<file path="src/rtl/ecc_pkg.sv">
`timescale 1ns/1ps
package ecc_pkg;
  localparam int unsigned DW   = 64;
  localparam int unsigned CW   = 8;
  localparam int unsigned NB   = DW / 8;
  localparam int unsigned SW   = CW - 1;
  localparam int unsigned CODE = DW + CW;

  typedef enum logic [0:0] {ST_IDLE, ST_MERGE} ctl_state_e;

  // Hamming position of data bit j: the j-th non-power-of-two index from 3 up.
  function automatic int unsigned hpos(int unsigned j);
    int unsigned p;
    int unsigned n;
    p = 0;
    n = 0;
    for (int unsigned k = 3; k < 128; k++) begin
      if ((k & (k - 1)) != 0) begin
        if (n == j && p == 0) p = k;
        n++;
      end
    end
    return p;
  endfunction

  // Data bits that contribute to check bit i.
  function automatic logic [DW-1:0] cover_mask(int unsigned i);
    logic [DW-1:0] m;
    for (int unsigned j = 0; j < DW; j++) m[j] = ((hpos(j) >> i) & 1) != 0;
    return m;
  endfunction
endpackage

</file>
<file path="src/rtl/ecc_encode.sv">
`timescale 1ns/1ps
module ecc_encode
  import ecc_pkg::*;
(
  input  logic [DW-1:0] data_i,
  output logic [CW-1:0] chk_o
);
  logic [SW-1:0] ham;

  for (genvar i = 0; i < SW; i++) begin : g_chk
    localparam logic [DW-1:0] MASK = cover_mask(i);
    assign ham[i] = ^(data_i & MASK);
  end

  // Overall parity covers data and the Hamming bits.
  assign chk_o = {(^data_i) ^ (^ham), ham};
endmodule

</file>
<file path="src/rtl/ecc_check.sv">
`timescale 1ns/1ps
module ecc_check
  import ecc_pkg::*;
(
  input  logic [CODE-1:0] code_i,
  output logic [DW-1:0]   data_o,
  output logic            single_o,
  output logic            double_o
);
  logic [DW-1:0] raw;
  logic [CW-1:0] stored;
  logic [SW-1:0] syn;
  logic          odd;

  assign raw    = code_i[DW-1:0];
  assign stored = code_i[CODE-1:DW];
  assign odd    = ^code_i;

  for (genvar i = 0; i < SW; i++) begin : g_syn
    localparam logic [DW-1:0] MASK = cover_mask(i);
    assign syn[i] = stored[i] ^ (^(raw & MASK));
  end

  for (genvar j = 0; j < DW; j++) begin : g_fix
    localparam int unsigned P = hpos(j);
    assign data_o[j] = raw[j] ^ (odd && (syn == SW'(P)));
  end

  assign single_o = odd;
  assign double_o = !odd && (syn != '0);
endmodule

</file>
<file path="src/rtl/ecc_store.sv">
`timescale 1ns/1ps
module ecc_store
  import ecc_pkg::*;
#(
  parameter int unsigned DEPTH = 16,
  localparam int unsigned AW = $clog2(DEPTH)
) (
  input  logic            clk,
  input  logic            rd_en,
  input  logic [AW-1:0]   rd_addr,
  output logic [CODE-1:0] rd_code,
  input  logic            wr_data_en,
  input  logic            wr_chk_en,
  input  logic [AW-1:0]   wr_addr,
  input  logic [DW-1:0]   wr_data,
  input  logic [CW-1:0]   wr_chk
);
  logic [DW-1:0] data_mem [DEPTH];
  logic [CW-1:0] chk_mem  [DEPTH];
  logic [CODE-1:0] rd_q;

  always_ff @(posedge clk) begin
    if (wr_data_en) data_mem[wr_addr] <= wr_data;
    if (wr_chk_en)  chk_mem[wr_addr]  <= wr_chk;
    if (rd_en)      rd_q <= {chk_mem[rd_addr], data_mem[rd_addr]};
  end

  assign rd_code = rd_q;
endmodule

</file>
<file path="src/rtl/ecc_sram_ctrl.sv">
`timescale 1ns/1ps
module ecc_sram_ctrl
  import ecc_pkg::*;
#(
  parameter int unsigned DEPTH = 16,
  localparam int unsigned AW = $clog2(DEPTH)
) (
  input  logic          clk,
  input  logic          rst_n,
  input  logic          req_valid,
  output logic          req_ready,
  input  logic          req_write,
  input  logic [AW-1:0] req_addr,
  input  logic [63:0]   req_wdata,
  input  logic [7:0]    req_be,
  output logic          rsp_valid,
  output logic [63:0]   rsp_rdata,
  output logic          rsp_err,
  output logic          alarm,
  input  logic          cfg_we,
  input  logic [3:0]    cfg_wdata,
  output logic          cfg_check_en,
  output logic          cfg_quiet,
  output logic          rmw_err_flag
);
  // reset synchroniser: asserts at once, releases on the clock
  logic rst_s0, rst_n_s;
  always_ff @(posedge clk or negedge rst_n) begin
    if (!rst_n) begin
      rst_s0  <= 1'b0;
      rst_n_s <= 1'b0;
    end else begin
      rst_s0  <= 1'b1;
      rst_n_s <= rst_s0;
    end
  end

  ctl_state_e    state_q, state_d;
  logic          rd_pend_q, rd_pend_d;
  logic          wack_q, wack_d;
  logic [AW-1:0] hold_addr_q;
  logic [DW-1:0] hold_data_q;
  logic [NB-1:0] hold_be_q;
  logic          check_en_q, check_en_d;
  logic          quiet_q, quiet_d;
  logic          rmw_flag_q, rmw_flag_d;

  logic            accept, full_word, in_merge, decode_live, cancel;
  logic            rd_en, wr_data_en, wr_chk_en;
  logic [AW-1:0]   wr_addr;
  logic [DW-1:0]   wr_data, merged, fixed_data, use_data;
  logic [CW-1:0]   wr_chk;
  logic [CODE-1:0] rd_code;
  logic            err_one, err_two;

  assign req_ready   = (state_q == ST_IDLE);
  assign accept      = req_valid && req_ready;
  assign full_word   = &req_be;
  assign in_merge    = (state_q == ST_MERGE);
  assign decode_live = rd_pend_q || in_merge;
  assign cancel      = in_merge && check_en_q && err_two;

  ecc_store #(.DEPTH(DEPTH)) u_store (
    .clk(clk), .rd_en(rd_en), .rd_addr(req_addr), .rd_code(rd_code),
    .wr_data_en(wr_data_en), .wr_chk_en(wr_chk_en), .wr_addr(wr_addr),
    .wr_data(wr_data), .wr_chk(wr_chk)
  );

  ecc_check u_check (
    .code_i(rd_code), .data_o(fixed_data), .single_o(err_one), .double_o(err_two)
  );

  ecc_encode u_encode (.data_i(wr_data), .chk_o(wr_chk));

  assign use_data = check_en_q ? fixed_data : rd_code[DW-1:0];

  for (genvar b = 0; b < NB; b++) begin : g_lane
    assign merged[8*b +: 8] = hold_be_q[b] ? hold_data_q[8*b +: 8] : use_data[8*b +: 8];
  end

  // storage port steering
  always_comb begin
    rd_en      = accept && (!req_write || !full_word);
    wr_data_en = 1'b0;
    wr_addr    = req_addr;
    wr_data    = req_wdata;
    if (in_merge) begin
      wr_data_en = !cancel;
      wr_addr    = hold_addr_q;
      wr_data    = merged;
    end else if (accept && req_write && full_word) begin
      wr_data_en = 1'b1;
    end
    wr_chk_en = wr_data_en && check_en_q;
  end

  // next state
  always_comb begin
    state_d    = state_q;
    rd_pend_d  = accept && !req_write;
    wack_d     = accept && req_write && full_word;
    check_en_d = check_en_q;
    quiet_d    = quiet_q;
    rmw_flag_d = rmw_flag_q;
    case (state_q)
      ST_IDLE:  if (accept && req_write && !full_word) state_d = ST_MERGE;
      ST_MERGE: state_d = ST_IDLE;
      default:  state_d = ST_IDLE;
    endcase
    if (cfg_we) begin
      check_en_d = cfg_wdata[0];
      if (cfg_wdata[2]) quiet_d = cfg_wdata[1];
      if (cfg_wdata[3]) rmw_flag_d = 1'b0;
    end
    if (cancel) rmw_flag_d = 1'b1;
  end

  // registers
  always_ff @(posedge clk or negedge rst_n_s) begin
    if (!rst_n_s) begin
      state_q    <= ST_IDLE;
      rd_pend_q  <= 1'b0;
      wack_q     <= 1'b0;
      check_en_q <= 1'b1;
      quiet_q    <= 1'b0;
      rmw_flag_q <= 1'b0;
    end else begin
      state_q    <= state_d;
      rd_pend_q  <= rd_pend_d;
      wack_q     <= wack_d;
      check_en_q <= check_en_d;
      quiet_q    <= quiet_d;
      rmw_flag_q <= rmw_flag_d;
    end
  end

  always_ff @(posedge clk or negedge rst_n_s) begin
    if (!rst_n_s) begin
      hold_addr_q <= '0;
      hold_data_q <= '0;
      hold_be_q   <= '0;
    end else if (accept) begin
      hold_addr_q <= req_addr;
      hold_data_q <= req_wdata;
      hold_be_q   <= req_be;
    end
  end

  assign rsp_valid    = rd_pend_q || wack_q || in_merge;
  assign rsp_rdata    = rd_pend_q ? use_data : '0;
  assign alarm        = decode_live && check_en_q && (err_one || err_two);
  assign rsp_err      = decode_live && check_en_q && err_two && !quiet_q;
  assign cfg_check_en = check_en_q;
  assign cfg_quiet    = quiet_q;
  assign rmw_err_flag = rmw_flag_q;

  assert_full_write_no_stall_R1: assert property (@(posedge clk) disable iff (!rst_n_s)
    (accept && req_write && full_word) |=> (req_ready && rsp_valid && !rsp_err));
  assert_merge_one_cycle_R2: assert property (@(posedge clk) disable iff (!rst_n_s)
    (accept && req_write && !full_word) |=> (!req_ready ##1 req_ready));
  assert_flag_rise_cause_R3: assert property (@(posedge clk) disable iff (!rst_n_s)
    $rose(rmw_flag_q) |-> $past(in_merge));
  assert_cancel_sets_flag_R4: assert property (@(posedge clk) disable iff (!rst_n_s)
    (in_merge && check_en_q && err_two) |=> rmw_flag_q);
  assert_quiet_blocks_err_R6: assert property (@(posedge clk) disable iff (!rst_n_s)
    quiet_q |-> !rsp_err);
  assert_err_has_alarm_R7: assert property (@(posedge clk) disable iff (!rst_n_s)
    rsp_err |-> alarm);
  assert_quiet_hold_R8: assert property (@(posedge clk) disable iff (!rst_n_s)
    !(cfg_we && cfg_wdata[2]) |=> $stable(quiet_q));
  assert_off_silent_R9: assert property (@(posedge clk) disable iff (!rst_n_s)
    !check_en_q |-> !alarm);
  assert_one_response_R1: assert property (@(posedge clk) disable iff (!rst_n_s)
    $onehot0({rd_pend_q, wack_q, in_merge}));
endmodule

</file>
<file path="config.mk">
export PLATFORM = sky130hd
export DESIGN_NAME = ecc_sram_ctrl
export DESIGN_NICKNAME = d
export VERILOG_FILES = /design/src/rtl/ecc_pkg.sv /design/src/rtl/ecc_encode.sv /design/src/rtl/ecc_check.sv /design/src/rtl/ecc_store.sv /design/src/rtl/ecc_sram_ctrl.sv
export SDC_FILE = /design/constraint.sdc
export NUM_CORES = 1
export LEC_CHECK = 0
export BUFFER_PORTS_ARGS = -buffer_cell sky130_fd_sc_hd__buf_4
export CORE_ASPECT_RATIO = 1.25
export CORE_MARGIN = 2
export CORE_UTILIZATION = 40
export DETAILED_ROUTE_END_ITERATION = 10
export PLACE_DENSITY = 0.61
export RECOVER_POWER = 100
export SKIP_LAST_GASP = 1
export SLEW_MARGIN = 20
export SYNTH_ARGS = -nofsm -noshare
export SYNTH_HDL_FRONTEND = slang
export SYNTH_SLANG_ARGS = --single-unit
</file>
<file path="constraint.sdc">
create_clock -name clk -period 3.8 [get_ports clk]
set_input_delay 0.76 -clock clk [delete_from_list [all_inputs] [get_ports clk]]
set_output_delay 0.76 -clock clk [all_outputs]
set_load 0.05 [all_outputs]
</file>
==> results by group, run 1 <==
STA
  • Rel. slew slack: -66.3%
  • Final worst slack: -2.25 ns
  • Fmax: 0.165 GHz
  • Final Critical Period: 6.05 ns
  • Final Setup Violations: 2,294
  • Final Skew: roughly 0.03 ns
  • Slew of the pin with the lowest slew margin: about 2.5 ns
  • Unrepaired setup endpoints after global routing: true
  • Final Hold Viols: 0
  • Period utilisation layout: 159%
  • Max-slew violations: 200

Global route
  • Initial antenna violation count: 7
  • Largest net degree at the start of global routing: 77
  • GR Util All Layers: approximately 24%
  • Grt ovf: 0
  • Vias in the first global route: 32,200
  • First-pass GRT wire length: approximately 240,000 microns

Final layout
  • Share of layout cells above drive strength 1: 42.3%
  • Commonest non-fill, non-tap cell in the layout: edfxtp_1
  • Cell area after layout: 69,700 sq um
  • Nets: about 3,800
  • Fill cells: approximately 11,000
  • Most frequent cells in the layout: edfxtp_1 (1,224), buf_4 (718), mux4_2 (360), nand2_1 (238), clkbuf_16 (134)
  • Post-layout util: 51.4%
  • Area grow syn2layout: 27.3%

Synth
  • #FFs+latches synth: 1,308
  • Main flop type after synthesis: edfxtp_1
  • Yosys cell types: 75
  • Avg Synthesized Cell Area: 19.1 sq um
  • Cell count after synthesis: around 2,900
  • EDFF count, synth: roughly 1,200
  • Warnings, synthesis: 0
  • Syn Nets: 2,946
  • Seq/Total Area, Yosys: 70.9%
  • Post-Syn Area: 54,800 sq um
  • Post-synthesis async set-or-reset flop share: 6.42%

Floorplan
  • Row count: ~150
  • Core ar.: 136,000 sq um
  • DIE HEIGHT: between 400 and 500 microns
  • Die area: 140,000 sq um
  • Initial Util: 40.4%
  • Die Wd: 335 microns
  • I/O pins: 156

Placement
  • IO Port Bufs: approximately 160
  • DP Area: 64,100 sq um
  • Dpl ws: -2.35 ns
  • DP HPWL: ~120,000 microns
  • RePlAce Congestion: between 0.9 and 1

Critical path
  • Worst R2R Start: u_store.rd_code[18]$_DFFE_PP_
  • RR Endpoint: u_store.chk_mem[9][7]$_DFFE_PP_
  • Crit path max fanout: 8
  • WS Path Type: flip-flop to flip-flop
  • FF-to-FF path depth: 20
  • Startpoint Class: flip-flop
  • Critical Path RT: between 4 and 5 ns
  • Flop-to-flop setup slack: -2.25 ns
  • Crit. End Element: flip-flop
  • Crit path DAT: 6.54 ns

Routing
  • Vias: 31,500
  • WL final: 168,000 microns
  • Residual DRC count: 0
  • DRT antenna net count: 0
  • Routed length per instance: slightly above 30 microns
  • Via density: 5.65
  • Initial detailed-routing violation count: 3,457
  • Drt pass-1 iters: 8

CTS
  • Clk Latency, worst-skew pair: 0.79 ns
  • H-tree depth: 4
  • CTS tree: built
  • Max Buffers Root-to-Sink: 3
  • Cts bufs inserted: 133
  • Root buf cell: clkbuf_16
  • Clock sink total: between 1,000 and 1,500
  • Clock Pin Slew Worst Setup and Hold Paths: 0.06 ns

Worst hold path
  • Startpoint of the worst hold path: req_write
  • Hold/Removal Path Class: primary input to flip-flop
  • WHS Endpoint: rd_pend_q$_DFF_PN0_
  • Hold path depth: 2

Status
  • Failing checks: max-capacitance violations, max-slew violations, negative setup slack
  • Status: complete, but fails checks

Power
  • Max IR drop VDD: 1130 uV
  • Total leakage power: around 25 nW
  • PwrDens: 736 nW/um^2

Job
  • Maxcap violations: 5
[logic make-up (layout without fill, tap and decap cells)]
kind of cell	count (synthesis)	in the layout	synth area share [%]
and+or+nand+nor	534	534	4.56
xor gates and xnor gates	298	299	6.17
other	1	3	0.00685
muxes	376	376	15.1
DFF	1308	1308	70.9
buffers and inverters	199	1149	1.39
AOI/OAI and AO/OA	145	145	1.83
[power breakdown]
group	internal (W)	switching, W	total, W
combinational	0.00924	0.0108	0.0201
sequential	0.0184	0.000249	0.0186
clock	0.00697	0.00563	0.0126
total	0.0346	0.0167	0.0513
[timing repair]
| item | CTS | global route |
|---|---|---|
| cloned | 1 | 1 |
| endpoints found under the setup margin | 2354 | 2354 |
| hold endpoints to repair | 2 | 0 |
| buffers inserted | 33 | 36 |
| hold buffers | 1 | 0 |
| resized for setup | 71 | 114 |
| pin swaps | 21 | 31 |
[cell usage after synthesis (9+ instances only)]
master	count	area, sq um
edfxtp_1	1224	36800
mux4_2	360	8110
nand2_1	243	912
xnor2_1	165	1450
clkbuf_1	105	394
nor2_1	100	375
dfrtp_1	83	2080
xor2_1	75	657
inv_1	44	165
xnor3_1	43	968
o21ai_0	42	210
buf_1	40	150
nor3_1	33	165
and2_1	30	188
a21oi_1	21	105
nand4_1	19	119
nor2b_1	18	113
and3_1	16	100
nand2b_1	15	93.8
a22oi_1	13	97.6
mux2i_1	13	130
nand3_1	13	65.1
a221o_1	9	90.1
nor4_1	9	56.3
[metal layers]
metal	GRT usage [%]	vias up	part of all wire [%]	wire length (microns)
met5	0	-	0.032	54
met4	8.33	8	3.4	5800
met3	4.17	278	7.8	13000
li1	-	13100	-	-
met1	33.3	16700	41	68200
met2	38.8	1490	48	81100
[state kept, by name (all words and copies together), names as in the netlist]
name / flops
u_store.chk_mem: 128
cfg_check_en: 1
cfg_quiet: 1
in_merge: 1
rst_s0: 1
rmw_err_flag: 1
wack_q: 1
u_store.data_mem: 1024
rd_pend_q: 1
hold_be_q: 8
rst_n_s: 1
hold_data_q: 64
hold_addr_q: 4
u_store.rd_code: 72
[area by class of cell]
| type | count | area, sq um | area share, % |
|---|---|---|---|
| Clock inverter | 73 | 632 | 0.906 |
| Sequential cell | 1308 | 38900 | 55.7 |
| Tap cell | 1759 | 2200 | 3.16 |
| Multi-Input combinational cell | 1355 | 16600 | 23.8 |
| Clock buffer | 163 | 3530 | 5.07 |
| Antenna cell | 2 | 5.00 | 0.00718 |
| Inverter | 46 | 183 | 0.262 |
| Timing Repair Buffer | 867 | 7700 | 11.0 |
[worst max-delay path by stage]
stage                                        startpoint  cells after the start  slack, ns                               end
after floorplan            u_store.rd_code[8]$_DFFE_PP_                     16      -1.49   u_store.chk_mem[0][7]$_DFFE_PP_
after global placement    u_store.rd_code[32]$_DFFE_PP_                     18      -2.42   u_store.chk_mem[0][7]$_DFFE_PP_
after detailed placement  u_store.rd_code[32]$_DFFE_PP_                     19      -2.35   u_store.chk_mem[0][7]$_DFFE_PP_
after CTS                 u_store.rd_code[41]$_DFFE_PP_                     19      -2.15  u_store.chk_mem[15][7]$_DFFE_PP_
after global routing      u_store.rd_code[47]$_DFFE_PP_                     20      -2.37  u_store.chk_mem[12][7]$_DFFE_PP_
final                     u_store.rd_code[18]$_DFFE_PP_                     20      -2.25   u_store.chk_mem[9][7]$_DFFE_PP_
[per-stage QoR]
stage	TNS [ns]	hold WS, ns	cells	power [W]
floorplan	-475.06	0.331	2861	0.0271
global placement	-1623.69	0.340	5267	0.0341
detailed placement	-1614.85	0.339	5267	0.0343
CTS	-1475.82	0.107	5538	0.0496
global route	-2062.28	0.123	5571	0.0528
finish	-1684.52	0.149	5573	0.0513
[worst max-delay path: stages, from the launching register on]
cell and delay, ns:
edfxtp_1 0.43, xnor2_1 0.33, xnor3_2 0.56, xnor2_4 0.24, buf_6 0.14, xnor2_4 0.12, xnor3_2 0.48, nor4_4 0.35
buf_4 0.18, buf_4 0.11, nand2_1 0.07, xnor2_2 0.21, buf_4 0.18, a221o_1 0.42, buf_6 0.18, xor3_1 0.41
xnor3_1 0.26, xnor3_2 0.32, xor2_4 0.18, buf_6 0.14, xnor3_2 0.44
Note: power is estimated with default switching activity, not from simulation.
==> run 2, diff against run 1 <==
- CELL_PAD_IN_SITES_DETAIL_PLACEMENT: default -> 1
- CELL_PAD_IN_SITES_GLOBAL_PLACEMENT: default -> 1
- PLACE_DENSITY: 0.61 -> 0.68
==> results by group, run 2 (same netlist as run 1, synthesis figures left out) <==
CTS
  • Max Buffers Root-to-Sink: 3
  • Clock sink total: between 1,000 and 1,500
  • CTS tree: built
  • Clk Latency, worst-skew pair: around 0.8 ns
  • Clock Pin Slew Worst Setup and Hold Paths: 0.06 ns
  • H-tree depth: 4
  • Cts bufs inserted: 130
  • Root buf cell: clkbuf_16

STA
  • Unrepaired setup endpoints after global routing: true
  • Final Critical Period: about 5.9 ns
  • Final Hold Viols: 0
  • Period utilisation layout: 156%
  • Setup TNS: -1569.96 ns
  • Fmax: 0.168 GHz
  • Rel. slew slack: -96.2%
  • Slew of the pin with the lowest slew margin: 2.94 ns
  • Final Setup Violations: 2,381
  • Final worst slack: -2.15 ns
  • Final Skew: 0.0409 ns
  • Max-slew violations: 126

Power
  • Internal: 0.0337 W
  • Reg power frac: a little under two fifths
  • Clock share of power: 25.0%
  • Max IR drop VDD: ~1600 uV
  • Logic pwr share: about 38%
  • Switching Fraction: 32.5%
  • Switching power total: 0.0162 W
  • Total leakage power: about 24 nW
  • PwrDens: 722 nW/um^2

Critical path
  • RR Endpoint: u_store.chk_mem[1][7]$_DFFE_PP_
  • Crit path DAT: 6.42 ns
  • CP Buf/Inv Count: 1
  • Startpoint Class: flip-flop
  • Crit path max fanout: 8
  • CP cell instances: xnor2_2, xnor3_1, xnor2_2, xnor3_2, or2_4, buf_4, nor3_4, nor3b_4, mux2_2, a221o_2, xor3_1, xnor3_2, xnor3_2, xor2_4, xnor3_2
  • FF-to-FF path depth: 15
  • Crit-path leading delay family: XOR/XNOR gates
  • Critical Path Max Stage Delay: 0.52 ns
  • Worst R2R Start: u_store.rd_code[25]$_DFFE_PP_
  • Flop-to-flop setup slack: -2.15 ns
  • Crit. End Element: flip-flop
  • WS Path Type: flip-flop to flip-flop
  • Critical Path RT: between 4 and 5 ns
  • Most used cell, CP: xnor3_2
  • Worst path slowest cell: xnor3_2

Global route
  • Vias in the first global route: 33,700
  • First-pass GRT wire length: 255,000 microns
  • Initial antenna violation count: 7
  • Grt ovf: 0
  • Largest net degree at the start of global routing: 86
  • GR Util All Layers: 26.0%

Final layout
  • Top reg by flops: u_store.data_mem
  • Post-route non-filler standard cell count: approximately 5,500
  • Cell area after layout: 69,200 sq um
  • Nets: approximately 3,800
  • FF+latch area: 38,900 sq um
  • Commonest non-fill, non-tap cell in the layout: edfxtp_1
  • Share of layout cells above drive strength 1: between 40% and 50%
  • Area grow syn2layout: 26.3%
  • Multi-input gate area: 16,300 sq um
  • Fill cells: 12,400
  • Number of flip-flops in the largest register: 1,024
  • Most frequent cells in the layout: edfxtp_1 (1,224), buf_4 (677), mux4_2 (360), nand2_1 (240), clkbuf_16 (134)

Placement
  • DP Area: 64,200 sq um
  • IO Port Bufs: 155
  • DP HPWL: 123,000 microns
  • RePlAce Congestion: 0.966
  • Placed Cells: 5,248

Floorplan
  • Die Wd: 335 microns
  • Die area: 140,000 sq um
  • Core ar.: 136,000 sq um
  • I/O pins: roughly 160
  • DIE HEIGHT: 418 microns
  • Initial Util: 40.4%
  • Row count: 151

Worst hold path
  • Hold path depth: 2
  • WHS Endpoint: cfg_check_en$_DFFE_PN1P_
  • Startpoint of the worst hold path: cfg_we
  • Hold/Removal Path Class: primary input to flip-flop

Routing
  • DRT antenna net count: 0
  • Via density: 5.77
  • Residual DRC count: 0
  • Drt pass-1 iters: 7
  • Routed length per instance: 32.5 microns
  • WL final: 180,000 microns
  • Initial detailed-routing violation count: 3,527
  • Vias: around 32,000

Status
  • Failing checks: max-capacitance violations, max-slew violations, negative setup slack
  • Status: complete, but fails checks

Job
  • Maxcap violations: 3
[run 2: cell types whose count changed in the layout (fill, tap and decap cells not counted), moves of 5 or more]
| cell | previous run | this run |
|---|---|---|
| buf_4 | 718 | 677 |
| buf_6 | 31 | 9 |
| buf_12 | 90 | 107 |
| xnor2_1 | 111 | 127 |
| clkbuf_1 | 34 | 48 |
| xnor2_4 | 15 | 5 |
| clkinv_1 | 26 | 20 |
| xnor2_2 | 46 | 40 |
| clkbuf_4 | 2 | 7 |
| clkinv_2 | 14 | 19 |
| xor2_2 | 6 | 11 |
[run 2: repair_timing]
item,CTS,global route
gates cloned,1,1
gates resized for setup,99,27
buffers inserted,28,19
pin swaps,20,16
hold buffers,1,0
setup endpoints to repair,2348,2354
hold endpoints to repair,2,0
[run 2: power by group through the flow]
stage	Sequential [W]	Combinational [W]	Clock, W
after detailed placement	0.0188	0.0152	0
after CTS	0.0186	0.0174	0.0127
after floorplan	0.0190	0.00809	0
after global placement	0.0188	0.0147	0
final	0.0187	0.0187	0.0125
after global routing	0.0187	0.0195	0.0132
[run 2: worst max-delay path by stage]
stage	start	cells after the start	end	slack, ns
after global routing	u_store.rd_code[3]$_DFFE_PP_	20	u_store.chk_mem[1][7]$_DFFE_PP_	-2.21
after detailed placement	u_store.rd_code[48]$_DFFE_PP_	19	u_store.chk_mem[8][7]$_DFFE_PP_	-2.53
final	u_store.rd_code[25]$_DFFE_PP_	15	u_store.chk_mem[1][7]$_DFFE_PP_	-2.15
after floorplan	u_store.rd_code[8]$_DFFE_PP_	16	u_store.chk_mem[0][7]$_DFFE_PP_	-1.49
after global placement	u_store.rd_code[48]$_DFFE_PP_	19	u_store.chk_mem[8][7]$_DFFE_PP_	-2.45
after CTS	u_store.rd_code[23]$_DFFE_PP_	18	u_store.chk_mem[1][7]$_DFFE_PP_	-2.03
[run 2: cell type report]
cell class,instances,share of cell area [%]
Timing Repair Buffer,828,10.9
Antenna cell,4,0.0145
Clock buffer,171,5.12
Multi-Input combinational cell,1356,23.6
Tap cell,1759,3.18
Clock inverter,63,0.749
Sequential cell,1308,56.2
Inverter,46,0.259
[run 2: worst register-to-register path, delay by kind of cell (launching register included)]
family	cells	cell delay, ns
AO/OA/AOI/OAI	1	0.38
flip-flops	1	0.44
XOR/XNOR	9	3.43
multiplexers	1	0.37
AND/OR/NAND/NOR	3	0.86
buffers and inverters	1	0.16
[run 2: per-stage QoR]
stage | worst slack (ns) | util (%) | power (W) | hold WS, ns
final | -2.15 | 51.0 | 0.0499 | 0.165
after floorplan | -1.49 | - | 0.0271 | 0.331
after detailed placement | -2.53 | 47.3 | 0.0339 | 0.340
after global placement | -2.45 | 47.3 | 0.0335 | 0.340
after CTS | -2.03 | 50.9 | 0.0487 | 0.0940
after global routing | -2.21 | 51.0 | 0.0513 | 0.135
[run 2: per-layer routing]
metal | vias to the layer above | wire, microns | track usage, %
li1 | 13000 | - | -
met1 | 17200 | 72300 | 35.0
met2 | 1397 | 86200 | 41.7
met3 | 347 | 13300 | 4.95
met4 | 4 | 8190 | 10.7
met5 | - | 23 | 0
